**src/rtl/eop_pkg.sv**
```systemverilog
package eop_pkg;

  // Strobes from the control module to the datapath, one cycle wide.
  typedef struct packed {
    logic setEnd;    // recognised end-of-process event
    logic setIrq;    // event with the interrupt source enabled
    logic clrFlags;  // clear request (reset strobe or DMA mode off)
  } eopStrobes_t;

  // Bit positions inside the status byte; software decodes these.
  localparam int unsigned ST_ACK    = 0;
  localparam int unsigned ST_ATN    = 1;
  localparam int unsigned ST_BUSY   = 2;
  localparam int unsigned ST_PHASE  = 3;
  localparam int unsigned ST_IRQ    = 4;
  localparam int unsigned ST_PARITY = 5;
  localparam int unsigned ST_DREQ   = 6;
  localparam int unsigned ST_END    = 7;

  // Packing order of the synchronised handshake vector.
  localparam int unsigned HS_EOP  = 3;
  localparam int unsigned HS_DACK = 2;
  localparam int unsigned HS_IOR  = 1;
  localparam int unsigned HS_IOW  = 0;
  localparam int unsigned HS_W    = 4;

endpackage

```
**src/rtl/eop_sync.sv**
```systemverilog
module eop_sync #(
  parameter int unsigned WIDTH  = 4,
  parameter int unsigned STAGES = 2,
  parameter logic [WIDTH-1:0] RESET_VAL = '1
) (
  input  logic             clk,
  input  logic             rst,
  input  logic [WIDTH-1:0] asyncIn,
  output logic [WIDTH-1:0] syncOut
);

  logic [WIDTH-1:0] stageQ [STAGES];

  // first stage samples the raw pins
  always_ff @(posedge clk) begin
    if (rst) stageQ[0] <= RESET_VAL;
    else     stageQ[0] <= asyncIn;
  end

  // remaining stages form a plain shift chain
  for (genvar s = 1; s < STAGES; s++) begin : g_stage
    always_ff @(posedge clk) begin
      if (rst) stageQ[s] <= RESET_VAL;
      else     stageQ[s] <= stageQ[s-1];
    end
  end

  assign syncOut = stageQ[STAGES-1];

endmodule

```
**src/rtl/eop_ctrl.sv**
```systemverilog
module eop_ctrl
  import eop_pkg::*;
#(
  parameter int unsigned QUAL_CYCLES = 5,
  parameter int unsigned SYNC_STAGES = 2
) (
  input  logic        clk,
  input  logic        rst,
  input  logic        eopN,
  input  logic        dackN,
  input  logic        iorN,
  input  logic        iowN,
  input  logic        dmaMode,
  input  logic        eopIrqEn,
  input  logic        intrReset,
  output eopStrobes_t strobes
);

  localparam int unsigned CNT_W = $clog2(QUAL_CYCLES + 1);
  localparam logic [CNT_W-1:0] CNT_LAST = CNT_W'(QUAL_CYCLES - 1);
  localparam logic [CNT_W-1:0] CNT_SAT  = CNT_W'(QUAL_CYCLES);

  logic [HS_W-1:0] rawHs;
  logic [HS_W-1:0] syncHs;
  logic            overlap;
  logic            qualify;
  logic [CNT_W-1:0] runCnt;
  logic            hitNow;

  assign rawHs[HS_EOP]  = eopN;
  assign rawHs[HS_DACK] = dackN;
  assign rawHs[HS_IOR]  = iorN;
  assign rawHs[HS_IOW]  = iowN;

  eop_sync #(
    .WIDTH    (HS_W),
    .STAGES   (SYNC_STAGES),
    .RESET_VAL({HS_W{1'b1}})
  ) u_sync (
    .clk    (clk),
    .rst    (rst),
    .asyncIn(rawHs),
    .syncOut(syncHs)
  );

  // all lines active low: end-of-process, acknowledge, and one strobe
  assign overlap = ~syncHs[HS_EOP] & ~syncHs[HS_DACK]
                 & (~syncHs[HS_IOR] | ~syncHs[HS_IOW]);
  assign qualify = overlap & dmaMode;

  // run-length counter; saturates so one long pulse fires only once
  always_ff @(posedge clk) begin
    if (rst || !qualify)        runCnt <= '0;
    else if (runCnt != CNT_SAT) runCnt <= runCnt + 1'b1;
  end

  assign hitNow = qualify && (runCnt == CNT_LAST);

  always_comb begin
    strobes.setEnd   = hitNow;
    strobes.setIrq   = hitNow & eopIrqEn;
    strobes.clrFlags = intrReset | ~dmaMode;
  end

endmodule

```
**src/rtl/eop_datapath.sv**
```systemverilog
module eop_datapath
  import eop_pkg::*;
(
  input  logic        clk,
  input  logic        rst,
  input  eopStrobes_t strobes,
  input  logic        ackLine,
  input  logic        atnLine,
  input  logic        busyErr,
  input  logic        phaseMatch,
  input  logic        parityErr,
  input  logic        dmaReq,
  input  logic [7:0]  busLines,
  output logic [7:0]  statusByte,
  output logic [7:0]  busStatusByte,
  output logic        irq
);

  logic endFlag;
  logic irqFlag;
  logic [7:0] liveQ;
  logic [7:0] busQ;

  // latched flags: a set beats a simultaneous clear
  always_ff @(posedge clk) begin
    if (rst) begin
      endFlag <= 1'b0;
      irqFlag <= 1'b0;
    end else if (strobes.setEnd) begin
      endFlag <= 1'b1;
      irqFlag <= irqFlag | strobes.setIrq;
    end else if (strobes.clrFlags) begin
      endFlag <= 1'b0;
      irqFlag <= 1'b0;
    end
  end

  // live bits are registered once so the byte is glitch free
  always_ff @(posedge clk) begin
    liveQ <= '0;
    liveQ[ST_ACK]    <= ackLine;
    liveQ[ST_ATN]    <= atnLine;
    liveQ[ST_BUSY]   <= busyErr;
    liveQ[ST_PHASE]  <= phaseMatch;
    liveQ[ST_PARITY] <= parityErr;
    liveQ[ST_DREQ]   <= dmaReq;
    busQ             <= busLines;
  end

  always_comb begin
    statusByte         = liveQ;
    statusByte[ST_IRQ] = irqFlag;
    statusByte[ST_END] = endFlag;
  end

  assign busStatusByte = busQ;
  assign irq           = irqFlag;

endmodule

```
**src/rtl/eop_status_unit.sv**
```systemverilog
module eop_status_unit
  import eop_pkg::*;
#(
  parameter int unsigned CLK_PERIOD_NS = 20,
  parameter int unsigned MIN_EOP_NS    = 100,
  parameter int unsigned SYNC_STAGES   = 2
) (
  input  logic       clk,
  input  logic       rst,
  input  logic       eopN,
  input  logic       dackN,
  input  logic       iorN,
  input  logic       iowN,
  input  logic       dmaMode,
  input  logic       eopIrqEn,
  input  logic       intrReset,
  input  logic       ackLine,
  input  logic       atnLine,
  input  logic       busyErr,
  input  logic       phaseMatch,
  input  logic       parityErr,
  input  logic       dmaReq,
  input  logic [7:0] busLines,
  output logic [7:0] statusByte,
  output logic [7:0] busStatusByte,
  output logic       irq
);

  localparam int unsigned RAW_CYCLES  = (MIN_EOP_NS + CLK_PERIOD_NS - 1) / CLK_PERIOD_NS;
  localparam int unsigned QUAL_CYCLES = (RAW_CYCLES < 1) ? 1 : RAW_CYCLES;

  eopStrobes_t strobes;

  eop_ctrl #(
    .QUAL_CYCLES(QUAL_CYCLES),
    .SYNC_STAGES(SYNC_STAGES)
  ) u_ctrl (
    .clk      (clk),
    .rst      (rst),
    .eopN     (eopN),
    .dackN    (dackN),
    .iorN     (iorN),
    .iowN     (iowN),
    .dmaMode  (dmaMode),
    .eopIrqEn (eopIrqEn),
    .intrReset(intrReset),
    .strobes  (strobes)
  );

  eop_datapath u_dp (
    .clk          (clk),
    .rst          (rst),
    .strobes      (strobes),
    .ackLine      (ackLine),
    .atnLine      (atnLine),
    .busyErr      (busyErr),
    .phaseMatch   (phaseMatch),
    .parityErr    (parityErr),
    .dmaReq       (dmaReq),
    .busLines     (busLines),
    .statusByte   (statusByte),
    .busStatusByte(busStatusByte),
    .irq          (irq)
  );

endmodule

```
**config.mk**
```make
export PLATFORM = sky130hd
export DESIGN_NAME = eop_status_unit
export DESIGN_NICKNAME = d
export VERILOG_FILES = /design/src/rtl/eop_pkg.sv /design/src/rtl/eop_sync.sv /design/src/rtl/eop_ctrl.sv /design/src/rtl/eop_datapath.sv /design/src/rtl/eop_status_unit.sv
export SDC_FILE = /design/constraint.sdc
export NUM_CORES = 1
export LEC_CHECK = 0
export BUFFER_PORTS_ARGS = -buffer_cell sky130_fd_sc_hd__buf_2
export CAP_MARGIN = 20
export CORE_MARGIN = 5
export CORE_UTILIZATION = 25
export CTS_BUF_LIST = sky130_fd_sc_hd__clkbuf_4 sky130_fd_sc_hd__clkbuf_8 sky130_fd_sc_hd__clkbuf_16
export CTS_CLUSTER_SIZE = 16
export DETAILED_ROUTE_END_ITERATION = 16
export GPL_ROUTABILITY_DRIVEN = 0
export SLEW_MARGIN = 5
export SYNTH_ARGS = -nofsm -noshare
export SYNTH_HDL_FRONTEND = slang
export SYNTH_SLANG_ARGS = --single-unit
```
**constraint.sdc**
```tcl
create_clock -name clk -period 3.25 [get_ports clk]
set_clock_uncertainty 0.05 [all_clocks]
set_input_delay 0 -clock clk [delete_from_list [all_inputs] [get_ports clk]]
set_output_delay 0 -clock clk [all_outputs]
set_load 0.03 [all_outputs]
```
==> metrics.md, run 1 <==
| Metric | Value |
|---|---|
| H-Tree Depth | 1 |
| Setup TNS | 0 ns |
| Site Rows | 20 |
| Met1 wire length | approximately 630 um |
| Fmax | between 500 and 600 MHz |
| RSZ-0062 raised after global routing | no |
| Nature of the critical path endpoint | register |
| Max incr delay on CP | 0.55 ns |
| Clock Latency Late Sink | 0.32 ns |
| Worst R2R End | u_dp.irq$_SDFFE_PP0P_ |
| DR DRC count | 0 |
| CP Data Arrival Time | about 2 ns |
| Power Density | between 400 and 500 mW/mm2 |
| Setup crit start kind | register |
| Vert. Die Dim | 66.2 um |
| Maximum root-to-sink buffer count | 2 |
| Setup violators final | 0 |
| FF-to-FF path depth | 6 |
| CTS sink cnt | 27 |
| WL per Instance | 9.79 um |
| First-pass GRT wire length | about 2.7 mm |
| Via density per instance | 3.69 |
| DRT iter0 DRCs | 16 |
| Commonest non-fill, non-tap cells in the layout | 39 x buf_2, 27 x dlygate4sd3_1, 27 x dfxtp_1 |
| Core area | roughly 0.0031 mm2 |
| Share of layout cells above drive strength 1 | 0.402 |
| Fin util | 0.433 |
| Cell Area, Synth | 791 um2 |
| CP Launch Point | u_ctrl.runCnt[0]$_SDFFE_PP0P_ |
| Worst hold path depth | 4 |
| Fill cells | approximately 300 |
| Slew Limit Fails | 0 |
| Clock-pin slew on the worst setup and hold paths | 0.14 ns |
| Setup CP Type | reg -> reg |
| WHS Endpoint | u_ctrl.runCnt[0]$_SDFFE_PP0P_ |
| CTS Hold Buffers Added | 27 |
| Port bufs | 39 |
| Register bit total from synthesis | 27 |
| HP Class | in -> reg |
| Period utilisation layout | 0.563 |
| Setup Fix Bufs, Post-CTS | 0 |
| RR Startpoint | u_ctrl.runCnt[0]$_SDFFE_PP0P_ |
| Yosys warns | 0 |
| Antenna viol nets, final | 0 |
| HP Start | dmaMode |
| Synth cell types | 17 |
| Commonest non-fill, non-tap cell in the layout | buf_2 |
| TritonCTS clock tree | built |
| Initial Util | 0.259 |
| Tot GR Track Use | 0.0847 |
| Vias in the first global route | slightly below 700 |
| Period minus WS final | between 1.5 and 2 ns |
| Max cap viols | 0 |
| Number of gates resized after cts | 0 |
| Die area | approximately 0.0044 mm2 |
| Met3 wire length | around 120 um |
| Fin nets | between 150 and 200 |
| Drt pass-1 iters | 2 |
| Flop-to-flop setup slack | around 1.4 ns |
| Syn avg cell area | approximately 12 um2 |
| Worst EP required | about 3.4 ns |
| Seq/Total Area, Yosys | 0.684 |
| Fin. Hold Viols | 0 |
| Post-synth EDFFs | 0 |
| Post-synth ARST share | 0 |
| Die width | 66.2 um |
| Dominant synthesized flop cell | dfxtp_1 |
| I/O Pins | 40 |
| WL met2 | 967 um |
| Worst Tran Pin Value | roughly 0.18 ns |
| Mapped Nets | slightly above 90 |
| Post-DP HPWL | approximately 1.1 mm |
| Worst vdd ir | approximately 0.22 mV |
| Cell count after synthesis | 65 |
| Grt total ovfl | 0 |
| Crit-path cells | inv_1 -> ha_1 -> and4bb_1 -> a21oi_1 -> o32ai_2 -> dlygate4sd3_1 |
| Slowest-stage cell, CP | dlygate4sd3_1 |
| DR top layer | met4 |
| CTS buffer count | 3 |
| Antenna fix cells | 0 |
| Max_slew headroom | 0.878 |
| Initial antenna violation count | 0 |
| Lkg Pwr | around 0.60 nW |
| Post-Route WL | approximately 1.7 mm |
| Crit path max fanout | 4 |
| Vias | approximately 650 |
| Largest net degree at the start of global routing | 15 |
| Clock root cell | clkbuf_4 |
| Status | finished, final reports clean |
| Area Growth Syn to Fin | 67.2% |
where the power goes:
part           internal (W)  total [W]  switching (W)  leakage (nW)
Clock             0.0000563   0.000149      0.0000924        0.0184
Sequential         0.000345   0.000348     0.00000361         0.225
Combinational     0.0000398  0.0000725      0.0000327         0.352
worst max-delay path by stage:
stage	end	slack [ns]	cells past startpoint
after global placement	u_dp.irq$_SDFFE_PP0P_	2.01	5
after global routing	u_dp.irq$_SDFFE_PP0P_	1.35	6
after CTS	u_dp.irq$_SDFFE_PP0P_	1.42	6
final	u_dp.irq$_SDFFE_PP0P_	1.42	6
after floorplan	u_dp.irq$_SDFFE_PP0P_	2.03	5
after detailed placement	u_dp.irq$_SDFFE_PP0P_	1.99	5
registers in the layout, summed over array words and instances (netlist names):
register and flops:
u_dp.liveQ 6, u_ctrl.runCnt 3, u_dp.endFlag 1, u_dp.irq 1, u_dp.busStatusByte 8, u_ctrl.u_sync.stageQ 8
through the flow:
step / setup slack (ns) / total power (W) / instances / hold slack, ns / area (um2)
floorplan: 2.03 / 0.000383 / 65 / -0.0223 / 791
global placement: 2.01 / 0.000405 / 145 / 0.0522 / 1020
detailed placement: 1.99 / 0.000406 / 145 / 0.0543 / 1020
CTS: 1.42 / 0.000579 / 176 / 0.0328 / 1320
global route: 1.35 / 0.000599 / 176 / 0.0573 / 1320
finish: 1.42 / 0.000570 / 176 / 0.0468 / 1320
routing by layer:
metal,global-route usage,vias to the layer above
met2,0.166,18
li1,-,338
met1,0.0761,291
met5,0,-
met4,0.0457,0
met3,0.0238,2
critical path: cells and delay by family, from the launching register on:
family	cells	cell delay, ns
buffers and inverters	2	0.61
and+or+nand+nor	1	0.21
adders and majority gates	1	0.18
AOI/OAI and AO/OA	2	0.27
DFF	1	0.42
cells by family (layout without fill, tap and decap cells):
kind of cell,Yosys count,count (layout),share of synthesized area
xor+xnor,1,1,0.0111
buf+inv,6,73,0.0380
fa+ha+maj,3,3,0.0475
flops,27,27,0.684
simple gates,23,23,0.157
compound gates,5,5,0.0633
cells in the mapped netlist, drive strengths merged, types with 2 or more instances:
cell type  number  area (um2)
dfxtp          27         541
or2             8        50.1
nand2           6        22.5
a21oi           3        15.0
ha              3        37.5
inv             3        11.3
nor2            3        11.3
buf             2        15.0
nor3            2        10.0
cell type report:
class,instances,area (um2),share of cell area
Clock buffer,4,30.0,0.0227
Timing Repair Buffer,66,465,0.352
Tap cell,44,55.1,0.0416
Multi-Input combinational cell,32,220,0.167
Sequential cell,27,541,0.409
Inverter,3,11.3,0.00851
No activity file was read; power rests on OpenSTA's default activity.
==> run 2, diff against run 1 <==
Settings changed: ABC_AREA set to 1.
Clock period 3.25 ns to 1.8 ns, I/O delays scaled along.
==> metrics.md, run 2 <==
| Metric | Value |
|---|---|
| HP Start | busLines[4] |
| Cell count after synthesis | 63 (-3.1%) |
| Period utilisation layout | 0.887 (+0.324) |
| Fin. Hold Viols | 0 (unchanged) |
| Nature of the critical path endpoint | register |
| Synth top area share | 0.700 (+0.0166) |
| Cell Area, Synth | 772 um2 (-2.4%) |
| Yosys warns | 0 (unchanged) |
| Sw power | 0.000222 W (+72%) |
| Largest net degree at the start of global routing | 15 (unchanged) |
| DR DRC count | 0 (unchanged) |
| CTS sink cnt | 27 (unchanged) |
| Die width | 65.6 um (-1.0%) |
| Slew Limit Fails | 0 (unchanged) |
| Setup TNS | 0 ns (unchanged) |
| Site Rows | 20 (unchanged) |
| Post-synth ARST share | 0 (unchanged) |
| RR Startpoint | u_ctrl.runCnt[0]$_SDFFE_PP0P_ |
| Maximum root-to-sink buffer count | 2 (unchanged) |
| Top post-synthesis cells by area | dfxtp_1 70%, ha_1 4.9%, or2_2 4.9% |
| Clock power frac | 0.253 (-0.008) |
| CP Data Arrival Time | 1.76 ns (-0.24 ns) |
| Vias | 648 (-0.15%) |
| HP Class | in -> reg |
| Post-Route WL | 1.75 mm (+1.5%) |
| Initial Util | 0.257 (-0.00193) |
| WL per Instance | 10.6 um (+8.2%) |
| Yosys top cell by area | dfxtp_1 |
| WHS Endpoint | u_dp.busStatusByte[4]$_DFF_P_ |
| Worst Tran Pin Value | 0.165 ns (-0.0173 ns) |
| Int Pwr | 0.000794 W (+80%) |
| Final Total Pwr | 0.00102 W (+78%) |
| Max cap viols | 0 (unchanged) |
| Clock root cell | clkbuf_4 |
| Worst Setup Slack, final | 0.203 ns (-1.22 ns) |
| Setup crit start kind | register |
| Crit path max fanout | 3 (-1) |
| Core area | 0.00300 mm2 (-1.6%) |
| Status | finished, final reports clean |
| Sequential Power Share | 0.618 (+0.006) |
| DRT iter0 DRCs | 5 (-11) |
| Register bit total from synthesis | 27 (unchanged) |
| Period minus WS final | 1.60 ns (-0.233 ns) |
| Fin util | 0.434 (+0.000970) |
| Fin nets | 159 (unchanged) |
| Port bufs | 39 (unchanged) |
| Synth cell types | 15 (-2) |
| Worst R2R End | u_dp.endFlag$_SDFFE_PP0P_ |
| Die area | 0.00430 mm2 (-2.0%) |
| Dominant synthesized flop cell | dfxtp_1 |
| First-pass GRT wire length | 2.82 mm (+3.6%) |
| Antenna viol nets, final | 0 (unchanged) |
| Post-synth EDFFs | 0 (unchanged) |
| Power Density | 779 mW/mm2 (+81%) |
| Drt pass-1 iters | 2 (unchanged) |
| Share of layout cells above drive strength 1 | 0.409 (+0.00758) |
| Lkg Pwr | 0.598 nW (+0.50%) |
| Seq/Total Area, Yosys | 0.700 (+0.0166) |
| Storage element area | 541 um2 (unchanged) |
| Flop-to-flop setup slack | 0.20 ns (-1.22 ns) |
| Count leader, synth | dfxtp_1 |
| Worst vdd ir | 0.337 mV (+51%) |
| Setup Fix Bufs, Post-CTS | 0 (unchanged) |
| FF-to-FF path depth | 7 (+1) |
| Area Growth Syn to Fin | 68.9% |
| Mapped Nets | 89 (-2.2%) |
| Worst EP required | 1.96 ns (-1.46 ns) |
| Post-DP HPWL | 1.12 mm (+1.3%) |
| Multi-input gate area | 198 um2 (-10%) |
| Place WS | 0.688 ns (-1.30 ns) |
| Fmax | 626 MHz (+15%) |
| Clock Latency Late Sink | 0.31 ns (about the same) |
| Commonest non-fill, non-tap cells in the layout | 39 x buf_2, 28 x dlygate4sd3_1, 27 x dfxtp_1 |
| Tot GR Track Use | 0.0881 (+0.00344) |
| I/O Pins | 40 (unchanged) |
| Commonest non-fill, non-tap cell in the layout | buf_2 |
| Antenna fix cells | 0 (unchanged) |
| Fill cells | 298 (-1.7%) |
| Grt total ovfl | 0 (unchanged) |
| Setup violators final | 0 (unchanged) |
| Setup CP Type | reg -> reg |
| Syn avg cell area | 12.3 um2 (+0.73%) |
| H-Tree Depth | 1 (unchanged) |
| Vias in the first global route | 676 (+0.15%) |
| RSZ-0062 raised after global routing | no |
| CTS buffer count | 3 (unchanged) |
| TritonCTS clock tree | built |
| Worst hold path depth | 2 (-2) |
| Vert. Die Dim | 65.6 um (-1.0%) |
| Clock-pin slew on the worst setup and hold paths | 0.13 ns (about the same) |
| Part of the power in combinational logic | 0.129 (+0.002) |
| Commonest cells in the netlist | 27 x dfxtp_1, 6 x or2_2, 4 x a21oi_1, 4 x inv_1, 4 x nand2_1 |
| Max_slew headroom | 0.890 (+0.0123) |
| Via density per instance | 3.93 (+6.5%) |
| Initial antenna violation count | 0 (unchanged) |
| Switching portion of total power | 0.219 (-0.00746) |
## run 2: stage by stage
stage	cells	hold slack, ns	area [um2]
3_5_place_dp	133	0.0540	993
5_1_grt	165	0.264	1300
2_1_floorplan	63	-0.0223	772
6_report	165	0.275	1300
4_1_cts	165	0.250	1300
3_3_place_gp	133	0.0535	993
## run 2: logic make-up (layout without fill, tap and decap cells)
group	after synthesis	in the layout	share of synthesized area
DFF	27	27	0.700
xor gates and xnor gates	2	2	0.0227
and+or+nand+nor	19	19	0.152
buffers and inverters	7	76	0.0437
adders and majority gates	3	3	0.0486
AOI/OAI and AO/OA	5	5	0.0324
## run 2: layout make-up
cell class                 instances  area share
clock buffer                       4      0.0230
inverter                           5      0.0144
multi-input combinational         29       0.152
sequential                        27       0.415
tap                               33      0.0317
timing repair buffer              67       0.365
## run 2: worst max-delay path by stage
stage,from,to,slack (ns)
5_1_grt,u_ctrl.runCnt[0]$_SDFFE_PP0P_,u_dp.endFlag$_SDFFE_PP0P_,0.12
3_5_place_dp,u_ctrl.runCnt[1]$_SDFFE_PP0P_,u_ctrl.runCnt[0]$_SDFFE_PP0P_,0.69
3_3_place_gp,u_ctrl.runCnt[1]$_SDFFE_PP0P_,u_ctrl.runCnt[0]$_SDFFE_PP0P_,0.75
4_1_cts,u_ctrl.runCnt[0]$_SDFFE_PP0P_,u_dp.endFlag$_SDFFE_PP0P_,0.20
6_report,u_ctrl.runCnt[0]$_SDFFE_PP0P_,u_dp.endFlag$_SDFFE_PP0P_,0.20
2_1_floorplan,u_ctrl.runCnt[1]$_SDFFE_PP0P_,u_ctrl.runCnt[0]$_SDFFE_PP0P_,0.77
## run 2: power by group through the flow
stage	registers, W	logic (W)	clock network, W
2_1_floorplan	0.000676	0.00000959	0
3_3_place_gp	0.000641	0.0000860	0
3_5_place_dp	0.000641	0.0000876	0
4_1_cts	0.000628	0.000130	0.000272
5_1_grt	0.000631	0.000141	0.000289
6_report	0.000628	0.000131	0.000257
## run 2: critical path: stages (launching register included)
cell and delay, ns:
dfxtp_1 0.39, inv_1 0.08, ha_1 0.20, nand2_1 0.06
inv_1 0.04, nand4_2 0.06, a21oi_1 0.07, dlygate4sd3_1 0.55
## run 2: metal layers
layer  track usage  share of wire
met3        0.0274          0.055
met5             0              0
met2         0.176           0.60
met1        0.0782           0.32
met4        0.0415          0.021
## run 2: what timing repair did
item / 4_1_cts / 5_1_grt
hold buffers: 28 / 0
hold endpoints to repair: 27 / 0
resized for setup: 0 / 0
